<file path="src/rtl/ir_carrier_pkg.sv">
package ir_carrier_pkg;

   // Shape codes written by software; decode order is fixed behaviour.
   typedef enum logic [1:0] {
      CM_DIV12_THIRD   = 2'b00,
      CM_DIV12_QUARTER = 2'b01,
      CM_DIV8_HALF     = 2'b10,
      CM_STEADY        = 2'b11
   } carrier_mode_e;

   localparam int unsigned NUM_SHAPED = 3;

   function automatic int unsigned max3(input int unsigned a, input int unsigned b,
                                        input int unsigned c);
      int unsigned m;
      m = a;
      if (b > m) m = b;
      if (c > m) m = c;
      return m;
   endfunction

endpackage

</file>
<file path="src/rtl/ir_period_counter.sv">
// Free-running period counter, cleared while idle or at its terminal value.
module ir_period_counter #(
   parameter int unsigned CNT_W = 4
) (
   input  logic             clk,
   input  logic             rst_n,
   input  logic             hold_zero,
   input  logic [CNT_W-1:0] last_val,
   output logic [CNT_W-1:0] cnt,
   output logic             wrap
);

   generate
      if (CNT_W < 1) begin : g_bad_width
         $error("ir_period_counter: CNT_W must be at least 1");
      end
   endgenerate

   assign wrap = (cnt == last_val);

   always_ff @(posedge clk or negedge rst_n) begin
      if (!rst_n) begin
         cnt <= '0;
      end else if (hold_zero || wrap) begin
         cnt <= '0;
      end else begin
         cnt <= cnt + 1'b1;
      end
   end

   // the count never passes the terminal value of the shape in force.
   a_r3_cnt_in_period: assert property (@(posedge clk) disable iff (!rst_n)
      cnt <= last_val);

   // a held counter sits at zero on the following edge.
   a_r7_hold_clears: assert property (@(posedge clk) disable iff (!rst_n)
      hold_zero |=> (cnt == '0));

endmodule

</file>
<file path="src/rtl/ir_phase_decode.sv">
// Maps (shape, count) to the high-phase flag and the shape's terminal count.
module ir_phase_decode
   import ir_carrier_pkg::*;
#(
   parameter int unsigned CNT_W        = 4,
   parameter int unsigned PER_THIRD    = 12,
   parameter int unsigned HIGH_THIRD   = 4,
   parameter int unsigned PER_QUARTER  = 12,
   parameter int unsigned HIGH_QUARTER = 3,
   parameter int unsigned PER_HALF     = 8,
   parameter int unsigned HIGH_HALF    = 4
) (
   input  carrier_mode_e    mode,
   input  logic [CNT_W-1:0] cnt,
   output logic             phase_high,
   output logic [CNT_W-1:0] last_val
);

   localparam int unsigned PERS  [NUM_SHAPED] = '{PER_THIRD, PER_QUARTER, PER_HALF};
   localparam int unsigned HIGHS [NUM_SHAPED] = '{HIGH_THIRD, HIGH_QUARTER, HIGH_HALF};

   logic [NUM_SHAPED-1:0] shape_hit;
   logic [CNT_W-1:0]      shape_last [NUM_SHAPED];

   generate
      for (genvar g = 0; g < NUM_SHAPED; g++) begin : g_shape
         if (PERS[g] < 2) begin : g_bad_per
            $error("ir_phase_decode: each period needs at least two clocks");
         end
         if (HIGHS[g] < 1 || HIGHS[g] >= PERS[g]) begin : g_bad_high
            $error("ir_phase_decode: high phase must be shorter than its period");
         end
         if (PERS[g] > (1 << CNT_W)) begin : g_bad_fit
            $error("ir_phase_decode: counter too narrow for period");
         end
         assign shape_hit[g]  = (cnt < CNT_W'(HIGHS[g]));
         assign shape_last[g] = CNT_W'(PERS[g] - 1);
      end
   endgenerate

   always_comb begin
      unique case (mode)
         CM_DIV12_THIRD: begin
            phase_high = shape_hit[0];
            last_val   = shape_last[0];
         end
         CM_DIV12_QUARTER: begin
            phase_high = shape_hit[1];
            last_val   = shape_last[1];
         end
         CM_DIV8_HALF: begin
            phase_high = shape_hit[2];
            last_val   = shape_last[2];
         end
         default: begin
            // No carrier: a one-clock period that is always high.
            phase_high = 1'b1;
            last_val   = '0;
         end
      endcase
   end

endmodule

</file>
<file path="src/rtl/ir_mode_holder.sv">
// Holds the shape in force; it reloads only when the sequencer allows it.
module ir_mode_holder
   import ir_carrier_pkg::*;
(
   input  logic          clk,
   input  logic          rst_n,
   input  logic          load,
   input  carrier_mode_e mode_in,
   output carrier_mode_e mode_q
);

   always_ff @(posedge clk or negedge rst_n) begin
      if (!rst_n) begin
         mode_q <= CM_STEADY;
      end else if (load) begin
         mode_q <= mode_in;
      end
   end

endmodule

</file>
<file path="src/rtl/ir_carrier_gen.sv">
module ir_carrier_gen
   import ir_carrier_pkg::*;
#(
   parameter int unsigned PER_THIRD    = 12,
   parameter int unsigned HIGH_THIRD   = 4,
   parameter int unsigned PER_QUARTER  = 12,
   parameter int unsigned HIGH_QUARTER = 3,
   parameter int unsigned PER_HALF     = 8,
   parameter int unsigned HIGH_HALF    = 4
) (
   input  logic       clk,
   input  logic       rst_n,
   input  logic [1:0] mode_sel,
   input  logic       latch_in,
   output logic       carrier_out
);

   localparam int unsigned MAX_PER = max3(PER_THIRD, PER_QUARTER, PER_HALF);
   localparam int unsigned CNT_W   = (MAX_PER > 2) ? $clog2(MAX_PER) : 1;

   logic             latch_q;
   logic             hold_zero;
   logic             wrap;
   logic             mode_load;
   logic             phase_high;
   logic [CNT_W-1:0] cnt;
   logic [CNT_W-1:0] last_val;
   carrier_mode_e    active_mode;
   carrier_mode_e    mode_req;

   assign mode_req = carrier_mode_e'(mode_sel);

   // Enable register: the first edge that sees the latch high starts a burst.
   always_ff @(posedge clk or negedge rst_n) begin
      if (!rst_n) latch_q <= 1'b0;
      else        latch_q <= latch_in;
   end

   // Counter parks at zero while idle and on the burst's first edge.
   assign hold_zero = !latch_in || !latch_q;
   // The shape may change only where the counter restarts a period.
   assign mode_load = hold_zero || wrap;

   ir_mode_holder u_mode (
      .clk     (clk),
      .rst_n   (rst_n),
      .load    (mode_load),
      .mode_in (mode_req),
      .mode_q  (active_mode)
   );

   ir_period_counter #(.CNT_W(CNT_W)) u_cnt (
      .clk       (clk),
      .rst_n     (rst_n),
      .hold_zero (hold_zero),
      .last_val  (last_val),
      .cnt       (cnt),
      .wrap      (wrap)
   );

   ir_phase_decode #(
      .CNT_W        (CNT_W),
      .PER_THIRD    (PER_THIRD),
      .HIGH_THIRD   (HIGH_THIRD),
      .PER_QUARTER  (PER_QUARTER),
      .HIGH_QUARTER (HIGH_QUARTER),
      .PER_HALF     (PER_HALF),
      .HIGH_HALF    (HIGH_HALF)
   ) u_dec (
      .mode       (active_mode),
      .cnt        (cnt),
      .phase_high (phase_high),
      .last_val   (last_val)
   );

   // Registered pin: no decode glitch reaches the LED driver.
   always_ff @(posedge clk or negedge rst_n) begin
      if (!rst_n) carrier_out <= 1'b0;
      else        carrier_out <= latch_q && phase_high;
   end

   // an idle enable register forces the pin low on the next edge.
   a_r2_idle_low: assert property (@(posedge clk) disable iff (!rst_n)
      !latch_q |=> !carrier_out);

   // a burst opens with a high clock one edge after the restart edge.
   a_r7_first_high: assert property (@(posedge clk) disable iff (!rst_n)
      (latch_in && !latch_q) |=> ##1 carrier_out);

   // in the no-carrier shape the pin tracks the enable register.
   a_r6_steady_follows: assert property (@(posedge clk) disable iff (!rst_n)
      (active_mode == CM_STEADY && latch_q) |=> carrier_out);

   // mid-period the shape in force does not move.
   a_r8_mode_held: assert property (@(posedge clk) disable iff (!rst_n)
      (latch_q && latch_in && cnt != '0) |-> $stable(active_mode));

endmodule

</file>
<file path="config.mk">
export PLATFORM = sky130hd
export DESIGN_NAME = ir_carrier_gen
export DESIGN_NICKNAME = d
export VERILOG_FILES = /design/src/rtl/ir_carrier_pkg.sv /design/src/rtl/ir_period_counter.sv /design/src/rtl/ir_phase_decode.sv /design/src/rtl/ir_mode_holder.sv /design/src/rtl/ir_carrier_gen.sv
export SDC_FILE = /design/constraint.sdc
export NUM_CORES = 1
export LEC_CHECK = 0
export ABC_AREA = 1
export BUFFER_PORTS_ARGS = -buffer_cell sky130_fd_sc_hd__clkbuf_2
export CORE_AREA = 2 2 39 41
export CTS_BUF_LIST = sky130_fd_sc_hd__clkbuf_8
export DETAILED_ROUTE_END_ITERATION = 6
export DIE_AREA = 0 0 41 43
export PLACE_DENSITY = 0.57
export SETUP_SLACK_MARGIN = 0.3
export SLEW_MARGIN = 30
export SYNTH_ARGS = -nofsm -noshare
export SYNTH_HDL_FRONTEND = slang
export SYNTH_HIERARCHICAL = 1
export SYNTH_SLANG_ARGS = --single-unit
export TNS_END_PERCENT = 30
</file>
<file path="constraint.sdc">
create_clock -name clk -period 1.3 [get_ports clk]
set_input_delay 0.26 -clock clk [delete_from_list [all_inputs] [get_ports clk]]
set_output_delay 0.26 -clock clk [all_outputs]
set_load 0.05 [all_outputs]
</file>
### Word-level counts from Yosys, hierarchy flattened

Index checks and enable logic that the tools add are counted.

* bits in registers: 8
* input port bits: 5
* output and inout bits: 1
* word-level logic and storage cells: 21

* add/sub/neg operators: 1
* $lt $le $gt $ge: 2
* equal/unequal tests: 3
* muxes and demuxes: 3
* reduce and logical (&&, ||, !) cells: 8

Operators with widths (count)
* 4-bit case mux with 2 select lines: 1
* 4-bit by 1-bit adder with 4-bit output, second input constant: 1
* 4-bit equality test: 1
* 4-bit by 2-bit < comparator with 1-bit output, second input constant: 1
* 4-bit by 3-bit < comparator with 1-bit output, second input constant: 1
* 4-bit two-way mux: 1
* 2-bit OR reduction: 2
* 2-bit by 1-bit equality test with 1-bit output, second input constant: 1
* 2-bit equality test, second input constant: 1
* 1-bit zero test: 2
* 2-bit zero test: 1
* 1-bit logical OR: 2
* 1-bit case mux with 2 select lines: 1
* 1-bit logical AND: 1

### Depth between registers and ports, before layout

Gate-level depths: netlist (run 1).

* depth in word-level cells: 6
* mapped depth: 13
* gate-level depth less buffers: 13

### Modules after synthesis

The synthesis (run 1) kept the hierarchy.

Modules (own cells, without submodules)
* ir_period_counter: instances 1, cells each 39, area each 254.0 um2, sequential area each 100.1 um2
* ir_mode_holder: instances 1, cells each 9, area each 78.8 um2, sequential area each 52.6 um2
* ir_carrier_gen: instances 1, cells each 7, area each 70.1 um2, sequential area each 50.0 um2
* ir_phase_decode: instances 1, cells each 8, area each 35.0 um2, sequential area each 0.0 um2

### Worst setup path after synthesis (run 1)

OpenSTA, ideal clock, no wires.

* path kind: reg-to-reg
* start point: register u_mode.mode_q[0]
* end point: register u_mode.mode_q[0]
* setup time: 75 ps
* data arrival time: 1302 ps
* required time: 1225 ps
* slack: -77 ps
* stages on the path, launching flop included: 13
* buffers on the path: 1
* clock period less this slack: 1377 ps
* path through: dfstp_2 nand2_1 buf_4 nand2_1 nand2_1 nor2_1 nand2_1 inv_1 inv_1 nand3_1 inv_1 nand2_1 nand2_1

* longest elaborated chain between the ends: 5
* elaborated cells between the ends (all ways): 7
* classes of those cells: 3 x eq/ne; 1 x mux; 3 x reduce/logical

Ends and longest elaborated chain
* start, declared: RTL line ir_mode_holder.sv:9 `output carrier_mode_e mode_q`
* start signal, assigned: RTL line ir_mode_holder.sv:16 `mode_q <= mode_in;`
* 2-bit by 1-bit equality test with 1-bit output / 2-bit zero test (equally long branches): RTL line ir_phase_decode.sv:42 `unique case (mode)`
* 2-bit OR reduction (no line)
* 4-bit case mux with 2 select lines *: RTL line ir_phase_decode.sv:42
* named net last_val[0]: RTL line ir_carrier_gen.sv:27 `logic [CNT_W-1:0] last_val;`
* 4-bit equality test *: RTL line ir_period_counter.sv:19 `assign wrap = (cnt == last_val);`
* named net wrap: RTL line ir_carrier_gen.sv:23 `logic wrap;`
* 1-bit logical OR *: RTL line ir_carrier_gen.sv:42 `assign mode_load = hold_zero || wrap;`
* named net mode_load: RTL line ir_carrier_gen.sv:24 `logic mode_load;`

The timed path passes the listed nets; every way through them passes the cells marked *.
A chain may end at the register's enable or synchronous reset.

### Worst setup path in the final report (run 1)

* start point: register u_mode.mode_q[1]
* end point: register u_mode.mode_q[1]

The elaborated chain is that of the path after synthesis.

==> flow_summary.json, run 1 <==
{
  "worstPathCellList": "inv_2 -> nor2_2 -> inv_1 -> nand2_1 -> nand2_1 -> nor2_1 -> nand2_1 -> inv_1 -> inv_1 -> nand3_2 -> inv_2 -> nand2_1 -> nand2_1",
  "postSynthNetCount": 69,
  "cp_num_cells": 13,
  "worst_hold_path.endpoint": "latch_q",
  "synth_largest_type_area_fraction_pct": 34.3,
  "synth-warning-count": 6,
  "slew-limit-headroom_pct": 86.3,
  "dpl_cell_area_um2": 508,
  "num_rows": 14,
  "buffer_ports.inserted": 5,
  "hold_path_class": "input port to register",
  "worst_skew_pair.late_latency_ns": 0.22,
  "leakage_nw": 0.341,
  "tightestPinTransition_ns": 0.205,
  "synthXorXnorAreaFrac_pct": 4.00,
  "cts_buffers": 3,
  "detail_route.wirelength_um": 727,
  "synth.avg_cell_area_um2": 6.95,
  "synthDominantAreaCellType": "sky130_fd_sc_hd__dfrtp_1",
  "share_clk_of_total_power_pct": 44.4,
  "placed_cells": 86,
  "min-delay-start": "latch_in",
  "max_stage_delay_ns": 0.55,
  "number_of_antenna_violations_at_the_first_check_in_global_routing": 0,
  "post-dp-hpwl_um": 540,
  "seq_power_share_pct": 41.4,
  "cts_tree": "built",
  "cts.htree.levels": 1,
  "yosys-mux-area-fraction_pct": 0,
  "pwr_density_cell_mw_per_mm2": 1140,
  "highest-signal-layer": "met3",
  "drt-initial-drc-count": 8,
  "number_of_remaining_drc_errors": 0,
  "core_region_area_mm2": 0.00138,
  "reg2reg_setup_slack_ns": -0.09,
  "post_synth_and_or_nand_nor_area_fraction_pct": 32.3,
  "final_cells": 93,
  "synth_compound_area_share_pct": 0,
  "via_count": 365,
  "post_synth_inst_count": 63,
  "max-cap-violations": 0,
  "net_sw_share_pct": 23.2,
  "floorplan.initialDensity_pct": 31.6,
  "gp_congestion": 0.682,
  "critical_path_arrival_ns": 1.54,
  "violations_in_the_final_reports": "setup timing",
  "route.antenna.remaining_nets": 0,
  "synthTopCellsByArea": "sky130_fd_sc_hd__dfrtp_1 34%, sky130_fd_sc_hd__nand2_1 21%, sky130_fd_sc_hd__inv_1 13%, sky130_fd_sc_hd__dfstp_2 12%, sky130_fd_sc_hd__nor2_1 6.9%",
  "die_w_um": 41,
  "grt_first_pass_wirelength_mm": 1.35,
  "clock_path_buffers": 2,
  "final_area_um2": 588,
  "ios": 6,
  "critical_path.most_common_cell": "sky130_fd_sc_hd__nand2_1",
  "nFillCells": 147,
  "max_freq_mhz": 721,
  "cp-end-kind": "register",
  "path_buf_inv": 5,
  "final_cell_mix": "23 x sky130_fd_sc_hd__nand2_1, 13 x sky130_fd_sc_hd__inv_1, 7 x sky130_fd_sc_hd__nor2_1",
  "netSwitchingPower_mw": 0.156,
  "clock-sinks": 8,
  "timing.final.crit_share_pct": 107,
  "die_area_mm2": 0.00176,
  "final-hold-violation-count": 0,
  "layout-area-overhead-vs-synth_pct": 34.3,
  "met2_wirelength_um": 278,
  "number_of_optimization_iterations_in_the_first_detailed_route_pass": 4,
  "grt_setup_unrepaired": "yes",
  "clk_pin_slew_worst_paths_ns": 0.04,
  "intPower_mw": 0.516,
  "timing.setup.tns_ns": -0.163,
  "grt_start_max_net_pins": 9,
  "synth_seq_area_share_pct": 46.3,
  "r2r_end": "u_mode/mode_q[1]",
  "worst_hold_path.num_cells": 1,
  "r2r-start": "u_mode/mode_q[1]",
  "vdd.ir_drop.worst_v": 0.000742,
  "cp_data_required_time_ns": 1.45,
  "report.final.slew_viol_count": 0,
  "final_period_minus_worst_setup_slack_ns": 1.39,
  "ctsRootBufferMaster": "sky130_fd_sc_hd__clkbuf_8",
  "met3RoutedLength_um": 37,
  "cell_type_of_the_slowest_stage_on_the_worst_timing_path": "sky130_fd_sc_hd__dfstp_2",
  "first_global_vias": 316,
  "floorplan.die.height_um": 43,
  "antennaDiodeCount": 0,
  "worstRegToRegCells": 13,
  "power.total_mw": 0.672,
  "power.share.combinational_pct": 14.3,
  "avgViaCountPerCell": 3.92,
  "setup.worst_path.class": "register to register",
  "adder_cell_fraction_of_synth_area_pct": 2.86,
  "worstSetupStartpointType": "register",
  "post_route_cells_drive_above_1_share_pct": 28.6,
  "layout_setup_ws_ns": -0.0861,
  "postSynthRegisterBits": 8,
  "combinational_family_with_the_most_area_after_synthesis": "simple AND/OR/NAND/NOR gates",
  "wire_per_inst_um": 7.82,
  "setup_viol_count_final": 2,
  "overflow": 0,
  "gr-usage-all-layers_pct": 11.7,
  "worst_path_dominant_cell_family": "flip-flops",
  "wire_length_the_detailed_router_placed_on_met1_um": 411,
  "commonest_non_fill_non_tap_cell_in_the_layout": "sky130_fd_sc_hd__nand2_1",
  "critical_path_peak_fanout": 3,
  "nets": 84,
  "skew_ns": 0.00356,
  "netlist-cell-type-count": 11,
  "status": "finished with violations",
  "synth_area_um2": 438
}
[kinds of logic after synthesis]
family,count (synthesis)
AND/OR/NAND/NOR,36
adder cells (fa/ha/maj),1
buffers and inverters,16
flip-flops,8
XOR/XNOR,2
[how the worst max path moves through the flow]
stage / slack (ns) / to / start
2_1_floorplan: -0.02 / u_mode/mode_q[0] / u_mode/mode_q[0]
3_3_place_gp: -0.11 / u_mode/mode_q[0] / u_mode/mode_q[1]
3_5_place_dp: -0.12 / u_mode/mode_q[1] / u_mode/mode_q[1]
4_1_cts: -0.09 / u_mode/mode_q[1] / u_mode/mode_q[0]
5_1_grt: -0.21 / u_mode/mode_q[1] / u_mode/mode_q[1]
6_report: -0.09 / u_mode/mode_q[1] / u_mode/mode_q[1]
[what timing repair did]
action / 4_1_cts / 5_1_grt
hold buffers: 1 / 0
setup buffers: 1 / 1
hold endpoints to repair: 6 / 0
pin swaps: 6 / 3
resized for setup: 2 / 1
setup endpoints to repair: 8 / 8
[per-stage QoR]
stage / hold WS (ns) / utilization [%] / worst slack, ns
after floorplan: -0.0356 / - / -0.0162
after global placement: 0.117 / 36.7 / -0.110
final: 0.189 / 42.5 / -0.0861
after global routing: 0.189 / 42.5 / -0.207
after detailed placement: 0.118 / 36.7 / -0.120
after CTS: 0.188 / 41.9 / -0.0934
[power groups by stage]
stage	clock, mW	sequential [mW]	combinational (mW)
global route	0.329	0.280	0.111
floorplan	0	0.287	0.0495
CTS	0.309	0.279	0.0917
global placement	0	0.283	0.0800
finish	0.298	0.278	0.0959
detailed placement	0	0.282	0.0816
[state kept, by name (all words and copies together) (netlist names)]
register,flops
carrier_out,1
u_cnt/cnt,4
latch_q,1
u_mode/mode_q,2
[Yosys cell counts]
master and number:
sky130_fd_sc_hd__nor2_1 8, sky130_fd_sc_hd__nand3_1 3, sky130_fd_sc_hd__buf_4 1, sky130_fd_sc_hd__inv_1 15
sky130_fd_sc_hd__ha_1 1, sky130_fd_sc_hd__dfrtp_1 6, sky130_fd_sc_hd__dfstp_2 2, sky130_fd_sc_hd__nand2_2 1
sky130_fd_sc_hd__xor2_1 1, sky130_fd_sc_hd__nand2_1 24, sky130_fd_sc_hd__xnor2_1 1
[final cells by class]
cell class / count / area (um2) / area share (%)
flip-flops and latches: 8 / 203 / 34.5
multi-input cells: 39 / 181 / 30.9
repair buffers: 11 / 82.6 / 14.0
inverters: 15 / 56.3 / 9.57
clock buffers: 3 / 41.3 / 7.02
well taps: 16 / 20.0 / 3.40
clock inverters: 1 / 3.75 / 0.638
[routing by layer]
layer,GRT usage (%),vias to the layer above
met5,0,-
met4,6.00,0
met3,5.76,0
met2,13.1,7
met1,17.7,153
li1,-,205
Power figures use the tool's default switching activity.
==> inputs of run 2 (changes only) <==
--- a/config.mk
+++ b/config.mk
@@ -5,13 +5,12 @@
 export SDC_FILE = /design/constraint.sdc
 export NUM_CORES = 1
 export LEC_CHECK = 0
-export ABC_AREA = 1
 export BUFFER_PORTS_ARGS = -buffer_cell sky130_fd_sc_hd__clkbuf_2
 export CORE_AREA = 2 2 39 41
 export CTS_BUF_LIST = sky130_fd_sc_hd__clkbuf_8
 export DETAILED_ROUTE_END_ITERATION = 6
 export DIE_AREA = 0 0 41 43
-export PLACE_DENSITY = 0.57
+export PLACE_DENSITY = 0.53
 export SETUP_SLACK_MARGIN = 0.3
 export SLEW_MARGIN = 30
 export SYNTH_ARGS = -nofsm -noshare
==> flow_summary.json, run 2 <==
{
  "status": "finished with violations",
  "violations_in_the_final_reports": "setup timing",
  "synth_largest_type_area_fraction_pct": 38.6,
  "clock-sinks": 8,
  "final_cells": 66,
  "vdd.ir_drop.worst_v": 0.000693,
  "final-hold-violation-count": 0,
  "crit_path_start": "u_mode/mode_q[1]",
  "wire_per_inst_um": 13.1,
  "synth_most_common_cell": "sky130_fd_sc_hd__dfrtp_1",
  "detail_route.wirelength_um": 867,
  "seq_power_share_pct": 40.0,
  "synth_seq_area_share_pct": 52.1,
  "overflow": 0,
  "post_route_cells_drive_above_1_share_pct": 64.0,
  "max-cap-violations": 0,
  "floorplan.initialDensity_pct": 28.1,
  "ys_top_cells_by_count": "6 x sky130_fd_sc_hd__dfrtp_1, 5 x sky130_fd_sc_hd__xor2_1, 3 x sky130_fd_sc_hd__nand2_1, 3 x sky130_fd_sc_hd__nor3_1",
  "skew_ns": 0.00217,
  "cts.htree.levels": 1,
  "placed_cells": 59,
  "setup.worst_path.class": "register to register",
  "report.final.slew_viol_count": 0,
  "ios": 6,
  "number_of_antenna_violations_at_the_first_check_in_global_routing": 0,
  "nets": 58,
  "worst_skew_pair.late_latency_ns": 0.23,
  "antennaDiodeCount": 0,
  "setup_viol_count_final": 6,
  "nFillCells": 132,
  "min-delay-start": "latch_in",
  "synthTopCellsByArea": "sky130_fd_sc_hd__dfrtp_1 39%, sky130_fd_sc_hd__dfstp_2 14%, sky130_fd_sc_hd__xor2_1 11%, sky130_fd_sc_hd__mux2_2 5.8%, sky130_fd_sc_hd__nor4_4 5.5%",
  "max_freq_mhz": 585,
  "cts_buffers": 3,
  "clk_pin_slew_worst_paths_ns": 0.04,
  "route.antenna.remaining_nets": 0,
  "cp_data_required_time_ns": 1.46,
  "leakage_nw": 0.291,
  "cp-end-kind": "register",
  "commonest_non_fill_non_tap_cell_in_the_layout": "sky130_fd_sc_hd__buf_4",
  "layout-area-overhead-vs-synth_pct": 60.1,
  "synth-warning-count": 6,
  "worstRegToRegCells": 5,
  "drt-initial-drc-count": 3,
  "post-dp-hpwl_um": 576,
  "tightestPinTransition_ns": 0.238,
  "postSynthRegisterBits": 8,
  "via_count": 304,
  "final_period_minus_worst_setup_slack_ns": 1.71,
  "synth_area_um2": 389,
  "floorplan.die.height_um": 43,
  "placement.setup.worst_slack_ns": -0.422,
  "core_region_area_mm2": 0.00138,
  "post_synth_inst_count": 32,
  "critical_path_peak_fanout": 3,
  "worstSetupStartpointType": "register",
  "layout_setup_ws_ns": -0.410,
  "netlist-cell-type-count": 17,
  "number_of_optimization_iterations_in_the_first_detailed_route_pass": 4,
  "ctsRootBufferMaster": "sky130_fd_sc_hd__clkbuf_8",
  "hold_path_class": "input port to register",
  "worstSetupEndpoint": "u_mode/mode_q[1]",
  "largest_reg_flops": 4,
  "cts_tree": "built",
  "synth.avg_cell_area_um2": 12.2,
  "postSynthNetCount": 38,
  "r2r_end": "u_mode/mode_q[1]",
  "grt_start_max_net_pins": 9,
  "share_clk_of_total_power_pct": 42.8,
  "first_global_vias": 358,
  "timing.final.crit_share_pct": 132,
  "r2r-start": "u_mode/mode_q[1]",
  "power.share.combinational_pct": 17.2,
  "die_w_um": 41,
  "buffer_ports.inserted": 5,
  "grt_setup_unrepaired": "yes",
  "slew-limit-headroom_pct": 84.1,
  "critical_path_arrival_ns": 1.86,
  "grt_first_pass_wirelength_mm": 1.56,
  "gp_congestion": 0.759,
  "net_sw_share_pct": 24.5,
  "synthDominantAreaCellType": "sky130_fd_sc_hd__dfrtp_1",
  "reg2reg_setup_slack_ns": -0.41,
  "die_area_mm2": 0.00176,
  "intPower_mw": 0.531,
  "netSwitchingPower_mw": 0.172,
  "num_rows": 14,
  "final_cell_mix": "10 x sky130_fd_sc_hd__buf_4, 6 x sky130_fd_sc_hd__dfrtp_1, 4 x sky130_fd_sc_hd__clkbuf_2",
  "avgViaCountPerCell": 4.61,
  "synth_enable_flop_cells": 0,
  "postSynth.topFlopCell": "sky130_fd_sc_hd__dfrtp_1",
  "gr-usage-all-layers_pct": 14.1,
  "postSynth.asyncResetShare_pct": 100,
  "largestRegisters": "u_cnt/cnt x4, u_mode/mode_q x2",
  "pwr_density_cell_mw_per_mm2": 1130,
  "registers.top_by_ff_count": "u_cnt/cnt",
  "number_of_remaining_drc_errors": 0,
  "clock_path_buffers": 2
}
==> run 2: cell count changes after synthesis, sizes merged <==
| cell | before | now |
|---|---|---|
| nand3 | 3 | 1 |
| a311o | 0 | 1 |
| inv | 15 | 1 |
| nor2 | 8 | 1 |
| nand3b | 0 | 1 |
| nand2 | 25 | 3 |
| xor2 | 1 | 5 |
| nor3b | 0 | 1 |
| nor3 | 0 | 3 |
| nor4 | 0 | 1 |
| mux2 | 0 | 2 |
| and2 | 0 | 1 |
==> run 2: how the worst min path moves through the flow <==
stage,to,slack (ns),cells after the start
floorplan,carrier_out,-0.04,0
global placement,carrier_out,0.11,1
detailed placement,u_cnt/cnt[0],0.12,1
CTS,latch_q,0.17,1
global route,latch_q,0.18,1
finish,latch_q,0.18,1
==> run 2: cell type report <==
class                           instances  area, um2  share of cell area [%]
Clock buffer                            3       41.3                    6.63
Inverter                                1       3.75                   0.602
Multi-Input combinational cell         22        235                    37.8
Sequential cell                         8        203                    32.5
Tap cell                               16       20.0                    3.21
Timing Repair Buffer                   16        120                    19.3
==> run 2: power groups by stage <==
stage	sequential, mW	combinational, mW	clock [mW]
floorplan	0.285	0.0460	0
global placement	0.278	0.0837	0
detailed placement	0.279	0.0849	0
CTS	0.280	0.106	0.312
global route	0.283	0.132	0.321
finish	0.281	0.121	0.301
==> run 2: per-stage QoR <==
stage               util [%]  hold slack [ns]  total power, mW  TNS [ns]  cell area (um2)
floorplan                  -          -0.0356            0.331    -0.868              389
global placement        34.6            0.113            0.361     -1.29              479
detailed placement      34.6            0.116            0.364     -1.45              479
CTS                     42.6            0.170            0.698     -1.38              589
global route            45.0            0.177            0.736     -1.78              623
finish                  45.0            0.179            0.703     -1.39              623
==> run 2: worst max-delay path: stages (launching register included) <==
cell and delay (ns):
sky130_fd_sc_hd__dfstp_2 0.56, sky130_fd_sc_hd__nand2_4 0.08, sky130_fd_sc_hd__xor2_2 0.16, sky130_fd_sc_hd__nor4_4 0.29, sky130_fd_sc_hd__nand3b_1 0.22, sky130_fd_sc_hd__mux2_4 0.32
==> run 2: timing repair <==
item | CTS | global route
buffers inserted | 1 | 2
endpoints found under the setup margin | 8 | 8
hold endpoints to repair | 6 | 0
resized for setup | 11 | 4
pin swaps | 3 | 3
gates cloned | 0 | 0
hold buffers | 1 | 0
==> run 2: per-layer routing <==
layer | wire length (um) | track usage (%)
met4 | 24 | 10.0
met1 | 346 | 15.2
met2 | 466 | 21.6
met5 | 0 | 0
met3 | 30 | 4.71
==> run 2: kinds of logic (layout without fill, tap and decap cells) <==
kind of cell / count (synthesis) / after routing / synth area share [%]
flops: 8 / 8 / 52.1
mux: 2 / 2 / 5.79
xor+xnor: 6 / 6 / 13.5
buf+inv: 2 / 20 / 2.89
fa+ha+maj: 1 / 1 / 3.21
simple gates: 12 / 12 / 19.9
compound gates: 1 / 1 / 2.57
